<file path="src/rtl/psup_pkg.sv">
package psup_pkg;

    typedef enum logic [2:0] {
        ST_OFF   = 3'd0,
        ST_BLANK = 3'd1,
        ST_RUN   = 3'd2,
        ST_OV    = 3'd3,
        ST_UV    = 3'd4
    } sup_state_t;

    typedef enum logic [1:0] {
        FC_NONE = 2'b00,
        FC_OV   = 2'b01,
        FC_UV   = 2'b10
    } fault_code_t;

endpackage

</file>
<file path="src/rtl/psup_qualify.sv">
// Persistence filter: qual is high once flag has been sampled high on
// DLY consecutive clocks while armed; any low sample restarts the count.
module psup_qualify #(
    parameter int DLY = 500
) (
    input  logic clk,
    input  logic rst_n,
    input  logic arm,
    input  logic flag,
    output logic qual
);
    localparam int W = $clog2(DLY + 1);
    localparam logic [W-1:0] LIM = W'(DLY);

    logic [W-1:0] cnt;

    always_ff @(posedge clk or negedge rst_n) begin
        if (!rst_n) begin
            cnt <= '0;
        end else if (!(arm && flag)) begin
            cnt <= '0;
        end else if (cnt != LIM) begin
            cnt <= cnt + 1'b1;
        end
    end

    assign qual = (cnt == LIM);


    qual_needs_flag_chk: assert property (@(posedge clk) disable iff (!rst_n)
        $rose(qual) |-> $past(arm && flag));

endmodule

</file>
<file path="src/rtl/psup_blank.sv">
// Start-up blanking timer: done after CYC clocks of run.
module psup_blank #(
    parameter int CYC = 250000
) (
    input  logic clk,
    input  logic rst_n,
    input  logic run,
    output logic done
);
    localparam int W = $clog2(CYC + 1);
    localparam logic [W-1:0] LAST = W'(CYC - 1);

    logic [W-1:0] cnt;

    always_ff @(posedge clk or negedge rst_n) begin
        if (!rst_n) begin
            cnt <= '0;
        end else if (!run) begin
            cnt <= '0;
        end else if (cnt != LAST) begin
            cnt <= cnt + 1'b1;
        end
    end

    assign done = run && (cnt == LAST);


    blank_run_chk: assert property (@(posedge clk) disable iff (!rst_n)
        $rose(done) |-> $past(run));

endmodule

</file>
<file path="src/rtl/buck_fault_supervisor.sv">
module buck_fault_supervisor
    import psup_pkg::*;
#(
    parameter int OV_DLY    = 500,
    parameter int UV_DLY    = 300,
    parameter int BLANK_CYC = 250000
) (
    input  logic       clk,
    input  logic       rst_n,
    input  logic       en_i,
    input  logic       por_ok_i,
    input  logic       ov_abs_i,
    input  logic       ov_rel_i,
    input  logic       ref_high_i,
    input  logic       uv_i,
    input  logic       ss_done_i,
    output logic       hs_force_off_o,
    output logic       ls_force_on_o,
    output logic       ls_force_off_o,
    output logic       pgood_o,
    output logic [1:0] fault_code_o
);
    sup_state_t st, nxt;
    logic       ov_sel, ov_q, uv_q, blank_done, go;
    fault_code_t code;

    // threshold mode picks one comparator before qualification
    assign ov_sel = ref_high_i ? ov_rel_i : ov_abs_i;
    assign go     = en_i && por_ok_i;

    psup_qualify #(.DLY(OV_DLY)) u_ov_qual (
        .clk  (clk),
        .rst_n(rst_n),
        .arm  ((st == ST_BLANK) || (st == ST_RUN)),
        .flag (ov_sel),
        .qual (ov_q)
    );

    psup_qualify #(.DLY(UV_DLY)) u_uv_qual (
        .clk  (clk),
        .rst_n(rst_n),
        .arm  (st == ST_RUN),
        .flag (uv_i),
        .qual (uv_q)
    );

    psup_blank #(.CYC(BLANK_CYC)) u_blank (
        .clk  (clk),
        .rst_n(rst_n),
        .run  (st == ST_BLANK),
        .done (blank_done)
    );

    // state register
    always_ff @(posedge clk or negedge rst_n) begin
        if (!rst_n) begin
            st <= ST_OFF;
        end else begin
            st <= nxt;
        end
    end

    always_comb begin
        nxt = st;
        unique case (st)
            ST_OFF: begin
                if (go) nxt = ST_BLANK;
            end
            ST_BLANK: begin
                if (!go)             nxt = ST_OFF;
                else if (ov_q)       nxt = ST_OV;
                else if (blank_done) nxt = ST_RUN;
            end
            ST_RUN: begin
                if (!go)       nxt = ST_OFF;
                else if (ov_q) nxt = ST_OV;
                else if (uv_q) nxt = ST_UV;
            end
            ST_OV, ST_UV: begin
                if (!go) nxt = ST_OFF;
            end
            default: nxt = ST_OFF;
        endcase
    end

    // Output decode
    always_comb begin
        hs_force_off_o = 1'b1;
        ls_force_on_o  = 1'b0;
        ls_force_off_o = 1'b1;
        pgood_o        = 1'b0;
        code           = FC_NONE;
        unique case (st)
            ST_OFF: begin
            end
            ST_BLANK: begin
                hs_force_off_o = 1'b0;
                ls_force_off_o = 1'b0;
            end
            ST_RUN: begin
                hs_force_off_o = 1'b0;
                ls_force_off_o = 1'b0;
                pgood_o        = ss_done_i && !uv_i && !ov_sel;
            end
            ST_OV: begin
                ls_force_on_o  = 1'b1;
                ls_force_off_o = 1'b0;
                code           = FC_OV;
            end
            ST_UV: begin
                code = FC_UV;
            end
            default: begin
            end
        endcase
    end

    assign fault_code_o = code;


    lockout_gates_chk: assert property (@(posedge clk) disable iff (!rst_n)
        !por_ok_i |=> (hs_force_off_o && ls_force_off_o && !ls_force_on_o
                       && fault_code_o == FC_NONE && !pgood_o));


    latch_hold_chk: assert property (@(posedge clk) disable iff (!rst_n)
        (fault_code_o != FC_NONE && en_i && por_ok_i) |=> $stable(fault_code_o));


    pgood_drop_chk: assert property (@(posedge clk) disable iff (!rst_n)
        (ov_q && st == ST_RUN) |=> !pgood_o);

endmodule

</file>
<file path="config.mk">
export PLATFORM = sky130hd
export DESIGN_NAME = buck_fault_supervisor
export DESIGN_NICKNAME = d
export VERILOG_FILES = /design/src/rtl/psup_pkg.sv /design/src/rtl/psup_qualify.sv /design/src/rtl/psup_blank.sv /design/src/rtl/buck_fault_supervisor.sv
export SDC_FILE = /design/constraint.sdc
export NUM_CORES = 1
export LEC_CHECK = 0
export BUFFER_PORTS_ARGS = -buffer_cell sky130_fd_sc_hd__buf_2
export CAP_MARGIN = 20
export CORE_UTILIZATION = 45
export DETAILED_ROUTE_END_ITERATION = 8
export GPL_TIMING_DRIVEN = 0
export PLACE_DENSITY = 0.7
export SYNTH_ARGS = -nofsm -noshare
export SYNTH_HDL_FRONTEND = slang
export SYNTH_HIERARCHICAL = 1
export SYNTH_SLANG_ARGS = --single-unit
</file>
<file path="constraint.sdc">
create_clock -name clk -period 2.2 [get_ports clk]
set_clock_uncertainty 0.1 [all_clocks]
set_input_delay 0.33 -clock clk [delete_from_list [all_inputs] [get_ports clk]]
set_output_delay 0.33 -clock clk [all_outputs]
set_load 0.02 [all_outputs]
</file>
==> results of run 1 <==
## worst min path at each step
stage | startpoint | end | depth (start not counted)
2_1_floorplan | rst_n | st[0] | 0
3_3_place_gp | rst_n | u_uv_qual/cnt[8] | 1
3_5_place_dp | rst_n | u_uv_qual/cnt[8] | 1
4_1_cts | rst_n | u_uv_qual/cnt[8] | 1
5_1_grt | rst_n | u_uv_qual/cnt[8] | 1
6_report | rst_n | u_uv_qual/cnt[8] | 1
## metrics by stage
stage	utilization [%]	instances	cell area [um^2]	hold WS, ns	power [mW]
finish	52.85	323	2496	0.04831	1.226
global route	52.85	323	2496	0.1397	1.279
CTS	52.48	323	2479	0.09066	1.242
detailed placement	49.85	313	2355	0.4064	0.7962
global placement	49.85	313	2355	0.3922	0.7943
floorplan	-	232	2201	-0.06559	0.7639
## cell type report
cell class / count / share of cell area (%)
multi-input cells: 178 / 48.12
flip-flops and latches: 39 / 39.30
repair buffers: 18 / 4.010
well taps: 67 / 3.358
clock buffers: 6 / 2.907
inverters: 13 / 1.955
plain buffers: 2 / 0.3509
## sequential cells by signal (all words and copies together) (netlist names)
name           flops
u_ov_qual/cnt      9
st                 3
u_blank/cnt       18
u_uv_qual/cnt      9
## worst max-delay path, cell delays in order (launching register included)
cell and delay, ns:
dfrtp_2 0.44, or4_4 0.51, or4_4 0.58, nor3_4 0.14, and4bb_2 0.24, nor3_1 0.05
## cells by family (layout without fill, tap and decap cells)
family / count (synthesis) / after routing / synth area share [%]
simple gates: 111 / 111 / 33.14
compound gates: 51 / 51 / 12.45
flops: 39 / 39 / 44.34
buf+inv: 15 / 39 / 2.615
xor+xnor: 8 / 8 / 3.184
fa+ha+maj: 5 / 5 / 2.843
mux: 3 / 3 / 1.421
## repair_timing
action / 4_1_cts / 5_1_grt
pin swaps: 2 / 0
setup endpoints to repair: 14 / 3
buffers inserted: 4 / 0
gates cloned: 0 / 0
gates resized for setup: 5 / 7
## cell usage in the layout, fill, tap and decap left out, types with 2 or more instances in the layout
cell | Yosys | final
o21ai_0 | 19 | 18
buf_4 | 0 | 4
mux2i_1 | 2 | 2
buf_2 | 1 | 15
inv_1 | 13 | 13
and4bb_2 | 2 | 2
ha_1 | 5 | 5
a31oi_1 | 3 | 3
dfrtp_2 | 0 | 4
nor3b_1 | 6 | 5
nand2_1 | 15 | 14
xnor2_1 | 6 | 6
nand4_1 | 6 | 6
nand2b_1 | 3 | 3
nor4_1 | 3 | 3
clkbuf_8 | 0 | 5
nor2_1 | 11 | 11
and3_1 | 3 | 3
xor2_1 | 2 | 2
dfrtp_1 | 39 | 35
and4_1 | 3 | 3
nand3_1 | 15 | 15
and2_1 | 2 | 2
nor3_1 | 8 | 7
or3_1 | 14 | 14
o21ai_1 | 2 | 3
nand4b_1 | 2 | 2
or4_4 | 1 | 2
a21oi_1 | 21 | 21
## layer usage
layer  share of wire [%]  up-vias  track usage, %
li1                    -      912               -
met1                  47      883           25.89
met2                  48       29           32.39
met3                 3.4        5           4.028
met4                 1.4        0           7.190
met5                   0        -               0
## where the power goes
| part | internal, mW | switching [mW] |
|---|---|---|
| Combinational | 0.0182 | 0.0398 |
| Sequential | 0.720 | 0.00446 |
| Clock | 0.211 | 0.232 |
==> reports/qor.yml, run 1 <==
clock_tree:
  cts_hold_buf: 0
  clock-sinks: 39
  clk_pin_slew_ns: 0.07
  cts_buffers: 5
  tritoncts: "yes"
  cts_max_path_buffers: 2
  clk_latency_ns: 0.29
  cts.htree.levels: 2
  cts_root_buffer: "clkbuf_8"
critical_path:
  r2r_start: "u_blank/cnt[9]"
  cp-end-kind: "flop"
  timing.rr.end: "st[0]"
  cp.required_ns: 2.28
  reg2regPathDepth: 5
  path_max_fanout: 6
  reg2reg_setup_slack_ns: 0.03
  start_kind: "flop"
  crit_end: "st[0]"
  arrival_ns: 2.25
  worstSetupPathType: "reg -> reg"
  worstSetupStartpoint: "u_blank/cnt[9]"
final_layout:
  fill_cells: 424
  syn_to_final_growth_pct: 13.42
  num_antenna_cells: 0
  nets: 271
  final_layout_size_suffix_gt1_share_pct: 18.36
  multiInputGateArea_mm2: 0.001201
  seq_area_um2: 980.9
floorplanning:
  num_rows: 25
  start_util_pct: 46.60
  die_y_um: 71.94
  die_w_um: 71.94
  io_pins: 15
  dieArea_mm2: 0.005175
  coreArea_mm2: 0.004723
place:
  dp_hpwl_um: 3098
  place_congestion: 0.7994
  post-place-ws_ns: -0.3950
  portBuffers: 14
timing:
  fmax_ghz: 0.4607
  final.setup.worst_slack_ns: 0.02936
  setup_viol: 0
  worst_pin_slew_ns: 0.8563
  tns_ns: 0
  rsz0062_at_grt: "yes"
  min_period_over_period_pct: 98.67
  slew-limit-headroom_pct: 42.91
  min_period_ns: 2.171
  hold_viol: 0
  maxSlewViolCount: 0
power:
  power_density_mw_per_mm2: 491.1
  ir_drop_mv: 0.3486
  leakagePower_nw: 1.002
synthesis:
  ys.warnings.count: 6
  synth.area.top_cells: "dfrtp_1 (44%), a21oi_1 (4.8%), o21ai_0 (4.3%), or3_1 (4.0%), nand3_1 (3.4%)"
  ys_seq_area_share_pct: 44.34
  synth-async-reset-ratio_pct: 100.0
  synthCells: 232
  netlist.area_leader.share_pct: 44.34
  synthesis.area_mm2: 0.002201
  synth_seq_cells: 39
  synth_edf_count: 0
  synth_ff_type: "dfrtp_1"
  synth.largest_area_cell: "dfrtp_1"
  synth_nets: 246
  synth.top_cells.by_count: "dfrtp_1 (39), a21oi_1 (21), o21ai_0 (19)"
  synth_most_common_cell: "dfrtp_1"
  synth_cell_type_count: 49
  syn_area_per_cell_um2: 9.486
route:
  routed_wl_um: 4395
  routedWlPerCell_um: 13.61
  antenna_left: 0
  vias_per_cell: 5.663
  drc_errors: 0
  num_vias: 1829
  drt-initial-drc-count: 108
  drt_pass1_iterations: 4
global_route:
  overflow: 0
  grt.total_usage_pct: 19.68
  antenna_found_initial: 0
  grt_pass1_vias: 1755
  grt_pass1_wl_um: 7879
  grt_max_degree: 40
flow_run:
  maxCapViolations: 0
min_path:
  hold_path.class: "in -> async"
status:
  status: "finished clean"
(Power assumes the default switching activity.)
==> inputs of run 2 (changes only) <==
--- a/config.mk
+++ b/config.mk
@@ -5,11 +5,11 @@
 export SDC_FILE = /design/constraint.sdc
 export NUM_CORES = 1
 export LEC_CHECK = 0
-export BUFFER_PORTS_ARGS = -buffer_cell sky130_fd_sc_hd__buf_2
+export BUFFER_PORTS_ARGS = -buffer_cell sky130_fd_sc_hd__clkbuf_2
 export CAP_MARGIN = 20
 export CORE_UTILIZATION = 45
 export DETAILED_ROUTE_END_ITERATION = 8
-export GPL_TIMING_DRIVEN = 0
+export GPL_TIMING_DRIVEN = 1
 export PLACE_DENSITY = 0.7
 export SYNTH_ARGS = -nofsm -noshare
 export SYNTH_HDL_FRONTEND = slang
==> run 2 against run 1 <==
  * Sequential cell count unchanged
  * Maximum frequency increased by 2.2%
  * Power increased by 21%
  * Routed wire length grew 1.2%
  * Cell count increased by 4.3%
  * Register-to-register slack improved by 0.05 ns
  * Non-clock buffer count up 12
  * Clock power increased by 58%
==> reports/qor.yml, run 2 (synthesized netlist as in run 1, its figures left out) <==
floorplanning:
  num_rows: 25  # unchanged
  dieArea_mm2: 0.005175  # unchanged
  die_y_um: 71.94  # unchanged
  die_w_um: 71.94  # unchanged
  io_pins: 15  # unchanged
  start_util_pct: 46.60  # unchanged
  coreArea_mm2: 0.004723  # unchanged
critical_path:
  cp-end-kind: "flop"
  arrival_ns: 2.21  # -0.04 ns
  path_max_fanout: 4  # -2
  cp.required_ns: 2.29  # about the same
  worstSetupPathType: "reg -> reg"
  start_kind: "flop"
min_path:
  hold_path.class: "in -> reg"
final_layout:
  syn_to_final_growth_pct: 19.56
  final_layout_size_suffix_gt1_share_pct: 20.00  # +1.6 points
  nets: 283  # +4.4%
  layout_commonest_cell: "dfrtp_1"
  seq_area_um2: 975.9  # -0.51%
  fill_cells: 421  # -0.71%
  regMostFlops: "u_blank/cnt"
  num_antenna_cells: 0  # unchanged
  final_cell_mix: "dfrtp_1 (39), a21oi_1 (21), o21ai_0 (18), buf_4 (17)"
  multiInputGateArea_mm2: 0.001182  # -1.6%
  reg_top3: "u_blank/cnt (18), u_ov_qual/cnt (9), u_uv_qual/cnt (9)"
  largest_register_ffs: 18  # unchanged
flow_run:
  maxCapViolations: 0  # unchanged
clock_tree:
  cts.htree.levels: 2  # unchanged
  cts_post_setup_buffers_inserted: 0  # -4
  tritoncts: "yes"
  clk_pin_slew_ns: 0.08  # about the same
  cts_buffers: 5  # unchanged
  cts_root_buffer: "clkbuf_8"
  clock-sinks: 39  # unchanged
  clk_latency_ns: 0.30  # about the same
  cts_max_path_buffers: 2  # unchanged
route:
  drt-initial-drc-count: 73  # -32%
  routedWlPerCell_um: 13.19  # -3.0%
  drt_pass1_iterations: 6  # +2
  drc_errors: 0  # unchanged
  routed_wl_um: 4446  # +1.2%
  num_vias: 1854  # +1.4%
  vias_per_cell: 5.501  # -2.8%
  antenna_left: 0  # unchanged
power:
  ir_drop_mv: 0.2676  # -23%
  power_density_mw_per_mm2: 565.4  # +15%
  leakagePower_nw: 1.094  # +9.2%
timing:
  setup_viol: 0  # unchanged
  slew-limit-headroom_pct: 67.57  # +25 points
  fmax_ghz: 0.4709  # +2.2%
  min_period_ns: 2.123  # -0.04718 ns
  rsz0062_at_grt: "no"
  min_period_over_period_pct: 96.52  # -2.1 points
  worst_pin_slew_ns: 0.4864  # -0.3699 ns
  hold_viol: 0  # unchanged
  final.setup.worst_slack_ns: 0.07654  # +0.04718 ns
  maxSlewViolCount: 0  # unchanged
  tns_ns: 0  # unchanged
  whs_ns: 0.1479  # +0.09960 ns
global_route:
  grt_pass1_wl_um: 7514  # -4.6%
  grt_pass1_vias: 1679  # -4.3%
  overflow: 0  # unchanged
  antenna_found_initial: 0  # unchanged
  grt.total_usage_pct: 18.96  # -0.72 points
  grt_max_degree: 40  # unchanged
place:
  post-place-ws_ns: 0.03456  # +0.4296 ns
  portBuffers: 14  # unchanged
  place_congestion: 0.7723  # -3.4%
  dp_hpwl_um: 3273  # +5.7%
status:
  status: "finished clean"
-- run 2: cell count changes in the layout (fill, tap and decap cells not counted), moves of 2 or more --
cell and change:
buf_4 +13, clkbuf_2 +14, dfrtp_1 +4, dfrtp_2 -4, bufinv_16 +2, buf_2 -15
-- run 2: layer usage --
metal	up-vias	global-route usage, %	routed length (um)
li1	930	-	-
met1	899	23.24	2050
met2	21	32.39	2213
met3	4	4.722	127
met4	0	7.190	54
met5	-	0	0
-- run 2: power by group --
group | internal (mW) | leakage (nW) | switching (mW) | total [mW]
Clock | 0.453 | 0.0654 | 0.248 | 0.702
Sequential | 0.720 | 0.542 | 0.00668 | 0.727
Combinational | 0.0217 | 0.486 | 0.0375 | 0.0592
Total | 1.20 | 1.09 | 0.293 | 1.49
-- run 2: critical path, cell delays in order, from the launching register on --
cell	delay [ns]
dfrtp_1	0.41
or4_4	0.53
or4_4	0.57
nor3_4	0.13
and4bb_2	0.23
nor3_1	0.05
-- run 2: final timing paths --
| check | cells after the start | slack (ns) | to | from |
|---|---|---|---|---|
| setup / recovery | 5 | 0.08 | st[0] | u_blank/cnt[8] |
| hold / removal | 3 | 0.15 | st[2] | por_ok_i |
| setup reg to reg | 5 | 0.08 | st[0] | u_blank/cnt[8] |
| hold reg to reg | 2 | 0.47 | u_blank/cnt[15] | u_blank/cnt[15] |
| max in group asynchronous | 3 | 1.13 | u_blank/cnt[16] | rst_n |
| min in group asynchronous | 3 | 0.52 | u_uv_qual/cnt[8] | rst_n |
-- run 2: stage by stage --
step	area [um^2]	utilization [%]	power, mW	instances
5_1_grt	2631	55.71	1.542	337
6_report	2631	55.71	1.488	337
3_3_place_gp	2474	52.37	0.7988	328
4_1_cts	2616	55.39	1.509	337
3_5_place_dp	2474	52.37	0.8003	328
2_1_floorplan	2201	-	0.7639	232
-- run 2: what timing repair did --
item | CTS | global route
resized for setup | 0 | 4
endpoints found under the hold margin | 2 | 0
endpoints found under the setup margin | 0 | 2
hold buffers | 1 | 0
-- run 2: final cells by class --
cell class	instances	share of cell area, %
multi-input combinational	178	44.94
sequential	39	37.09
timing repair buffer	32	7.893
tap	67	3.186
clock buffer	6	2.758
clock inverter	2	2.282
inverter	13	1.854
==> inputs of run 3 (changes only) <==
--- a/config.mk
+++ b/config.mk
@@ -10,7 +10,6 @@
 export CORE_UTILIZATION = 45
 export DETAILED_ROUTE_END_ITERATION = 8
 export GPL_TIMING_DRIVEN = 1
-export PLACE_DENSITY = 0.7
 export SYNTH_ARGS = -nofsm -noshare
 export SYNTH_HDL_FRONTEND = slang
 export SYNTH_HIERARCHICAL = 1
==> run 3 against run 2 <==
  * Power decreased by 17%
  * Sequential share of layout area up 0.25 points
  * Sequential cell count unchanged
  * First-iteration DRC count increased by 53%
  * Design area down 0.67%
  * Sequential power is essentially flat
  * Cell count is 0.89% higher
  * Worst hold slack better by 0.010 ns
  * Global-route usage up 1.3 points
  * Routed wire length grew 5.5%
  * Worst setup slack better by 0.016 ns
  * Largest power group unchanged
==> reports/qor.yml, run 3 (synthesized netlist as in run 1, its figures left out) <==
min_path:
  hold_path.class: "in -> reg"
  min_path_cells: 3  # unchanged
place:
  post-place-ws_ns: 0.01606  # -0.01850 ns
  portBuffers: 14  # unchanged
  place_congestion: 0.7633  # -1.2%
  dpl_cell_area_mm2: 0.002504  # +1.2%
  dp_hpwl_um: 3408  # +4.1%
final_layout:
  final_layout_size_suffix_gt1_share_pct: 21.25  # +1.2 points
  num_antenna_cells: 0  # unchanged
  syn_to_final_growth_pct: 18.76
  largest_register_ffs: 18  # unchanged
  layout_commonest_cell: "dfrtp_1"
  reg_top3: "u_blank/cnt (18), u_ov_qual/cnt (9), u_uv_qual/cnt (9)"
  final_cell_mix: "dfrtp_1 (39), buf_4 (22), a21oi_1 (21), o21ai_0 (18)"
  final_cell_area_mm2: 0.002614  # -0.67%
  nets: 288  # +1.8%
  regMostFlops: "u_blank/cnt"
route:
  num_vias: 1873  # +1.0%
  drc_errors: 0  # unchanged
  drt-initial-drc-count: 112  # +53%
  drt_pass1_iterations: 4  # -2
  routedWlPerCell_um: 13.79  # +4.6%
  antenna_left: 0  # unchanged
  routed_wl_um: 4690  # +5.5%
  vias_per_cell: 5.509  # +0.13%
clock_tree:
  cts.htree.levels: 2  # unchanged
  clk_pin_slew_ns: 0.07  # about the same
  cts_root_buffer: "clkbuf_8"
  clk_latency_ns: 0.29  # about the same
  cts_buffers: 5  # unchanged
  tritoncts: "yes"
  clock-sinks: 39  # unchanged
  cts_max_path_buffers: 2  # unchanged
timing:
  min_period_over_period_pct: 95.81  # -0.71 points
  rsz0062_at_grt: "no"
  setup_viol: 0  # unchanged
  final.setup.worst_slack_ns: 0.09210  # +0.01556 ns
  maxSlewViolCount: 0  # unchanged
  tns_ns: 0  # unchanged
  slew-limit-headroom_pct: 70.92  # +3.4 points
  worst_pin_slew_ns: 0.4362  # -0.05029 ns
  min_period_ns: 2.108  # -0.01556 ns
  fmax_ghz: 0.4744  # +0.74%
  whs_ns: 0.1582  # +0.01027 ns
  hold_viol: 0  # unchanged
flow_run:
  maxCapViolations: 0  # unchanged
critical_path:
  cp-end-kind: "flop"
  critical_path_depth: 5  # unchanged
  worstSetupPathType: "reg -> reg"
  crit_top_cell: "or4_4"
  crit_path_cell_trace: "or4_4, or4_4, nor3_4, and4bb_2, nor3_1"
  cp.required_ns: 2.28  # about the same
  arrival_ns: 2.18  # -0.03 ns
  crit_path_top_delay_cell: "or4_4"
  crit_family: "simple AND/OR/NAND/NOR gates"
  path_max_fanout: 2  # -2
  crit_path_max_incr_delay_ns: 0.57  # about the same
  worst-path-buf-inv: 0  # unchanged
  start_kind: "flop"
  reg2regPathDepth: 5  # unchanged
global_route:
  grt_max_degree: 18  # -55%
  grt.total_usage_pct: 20.25  # +1.3 points
  grt_pass1_wl_um: 8107  # +7.9%
  overflow: 0  # unchanged
  antenna_found_initial: 0  # unchanged
  grt_pass1_vias: 1738  # +3.5%
floorplanning:
  num_rows: 25  # unchanged
  dieArea_mm2: 0.005175  # unchanged
  start_util_pct: 46.60  # unchanged
  die_w_um: 71.94  # unchanged
  die_y_um: 71.94  # unchanged
  io_pins: 15  # unchanged
  coreArea_mm2: 0.004723  # unchanged
power:
  p_comb_share_pct: 5.3  # +1.3 points
  p_int_mw: 0.9559  # -20%
  p_sw_share_pct: 22.93  # +3.3 points
  ir_drop_mv: 0.2929  # +9.5%
  p_clk_share_pct: 36.3  # -11 points
  sequentialPowerShare_pct: 58.5  # +9.6 points
  p_sw_mw: 0.2845  # -2.8%
  leakagePower_nw: 1.094  # about the same
  power_density_mw_per_mm2: 474.6  # -16%
status:
  status: "finished clean"
## run 3: timing repair
action                                 in CTS  in global routing
endpoints found under the hold margin      15                  0
gates resized for setup                     0                  5
hold buffers                                1                  0
setup endpoints to repair                   0                  2
setup buffers                               0                  1
## run 3: area by class of cell
class	count	area, um^2
multi-input cells	178	1187
well taps	67	83.83
fillers	433	2110
repair buffers	37	245.2
inverters	13	48.80
clock buffers	6	72.57
flip-flops and latches	39	975.9
## run 3: path summary, 6_finish.rpt
kind / start / end / slack [ns]
setup / recovery: u_blank/cnt[11] / st[0] / 0.09
hold / removal: por_ok_i / st[2] / 0.16
setup reg to reg: u_blank/cnt[11] / st[0] / 0.09
hold reg to reg: u_uv_qual/cnt[2] / u_uv_qual/cnt[2] / 0.47
max in group asynchronous: rst_n / u_blank/cnt[8] / 1.06
min in group asynchronous: rst_n / u_ov_qual/cnt[1] / 0.41
## run 3: worst min-delay path, stage by stage
cell,delay (ns)
clkbuf_2,0.09
nand2_1,0.05
a211oi_1,0.04
## run 3: layer usage
metal / share of wire, % / global-route usage, % / up-vias
li1: - / - / 947
met1: 51 / 28.64 / 892
met2: 45 / 31.13 / 29
met3: 2.8 / 3.889 / 5
met4: 0.92 / 7.407 / 0
met5: 0 / 0 / -
## run 3: power groups by stage
stage	logic, mW	clock network, mW	registers (mW)
final	0.0654	0.450	0.725
after global routing	0.0760	0.493	0.725
after CTS	0.0670	0.462	0.725
after detailed placement	0.0658	0	0.739
after global placement	0.0646	0	0.739
after floorplan	0.0263	0	0.738
## run 3: metrics by stage
step	util, %	instances	power (mW)
after floorplan	-	232	0.7639
after global placement	53.01	332	0.8035
after detailed placement	53.01	332	0.8046
after CTS	54.75	339	1.254
after global routing	55.34	340	1.294
final	55.34	340	1.240
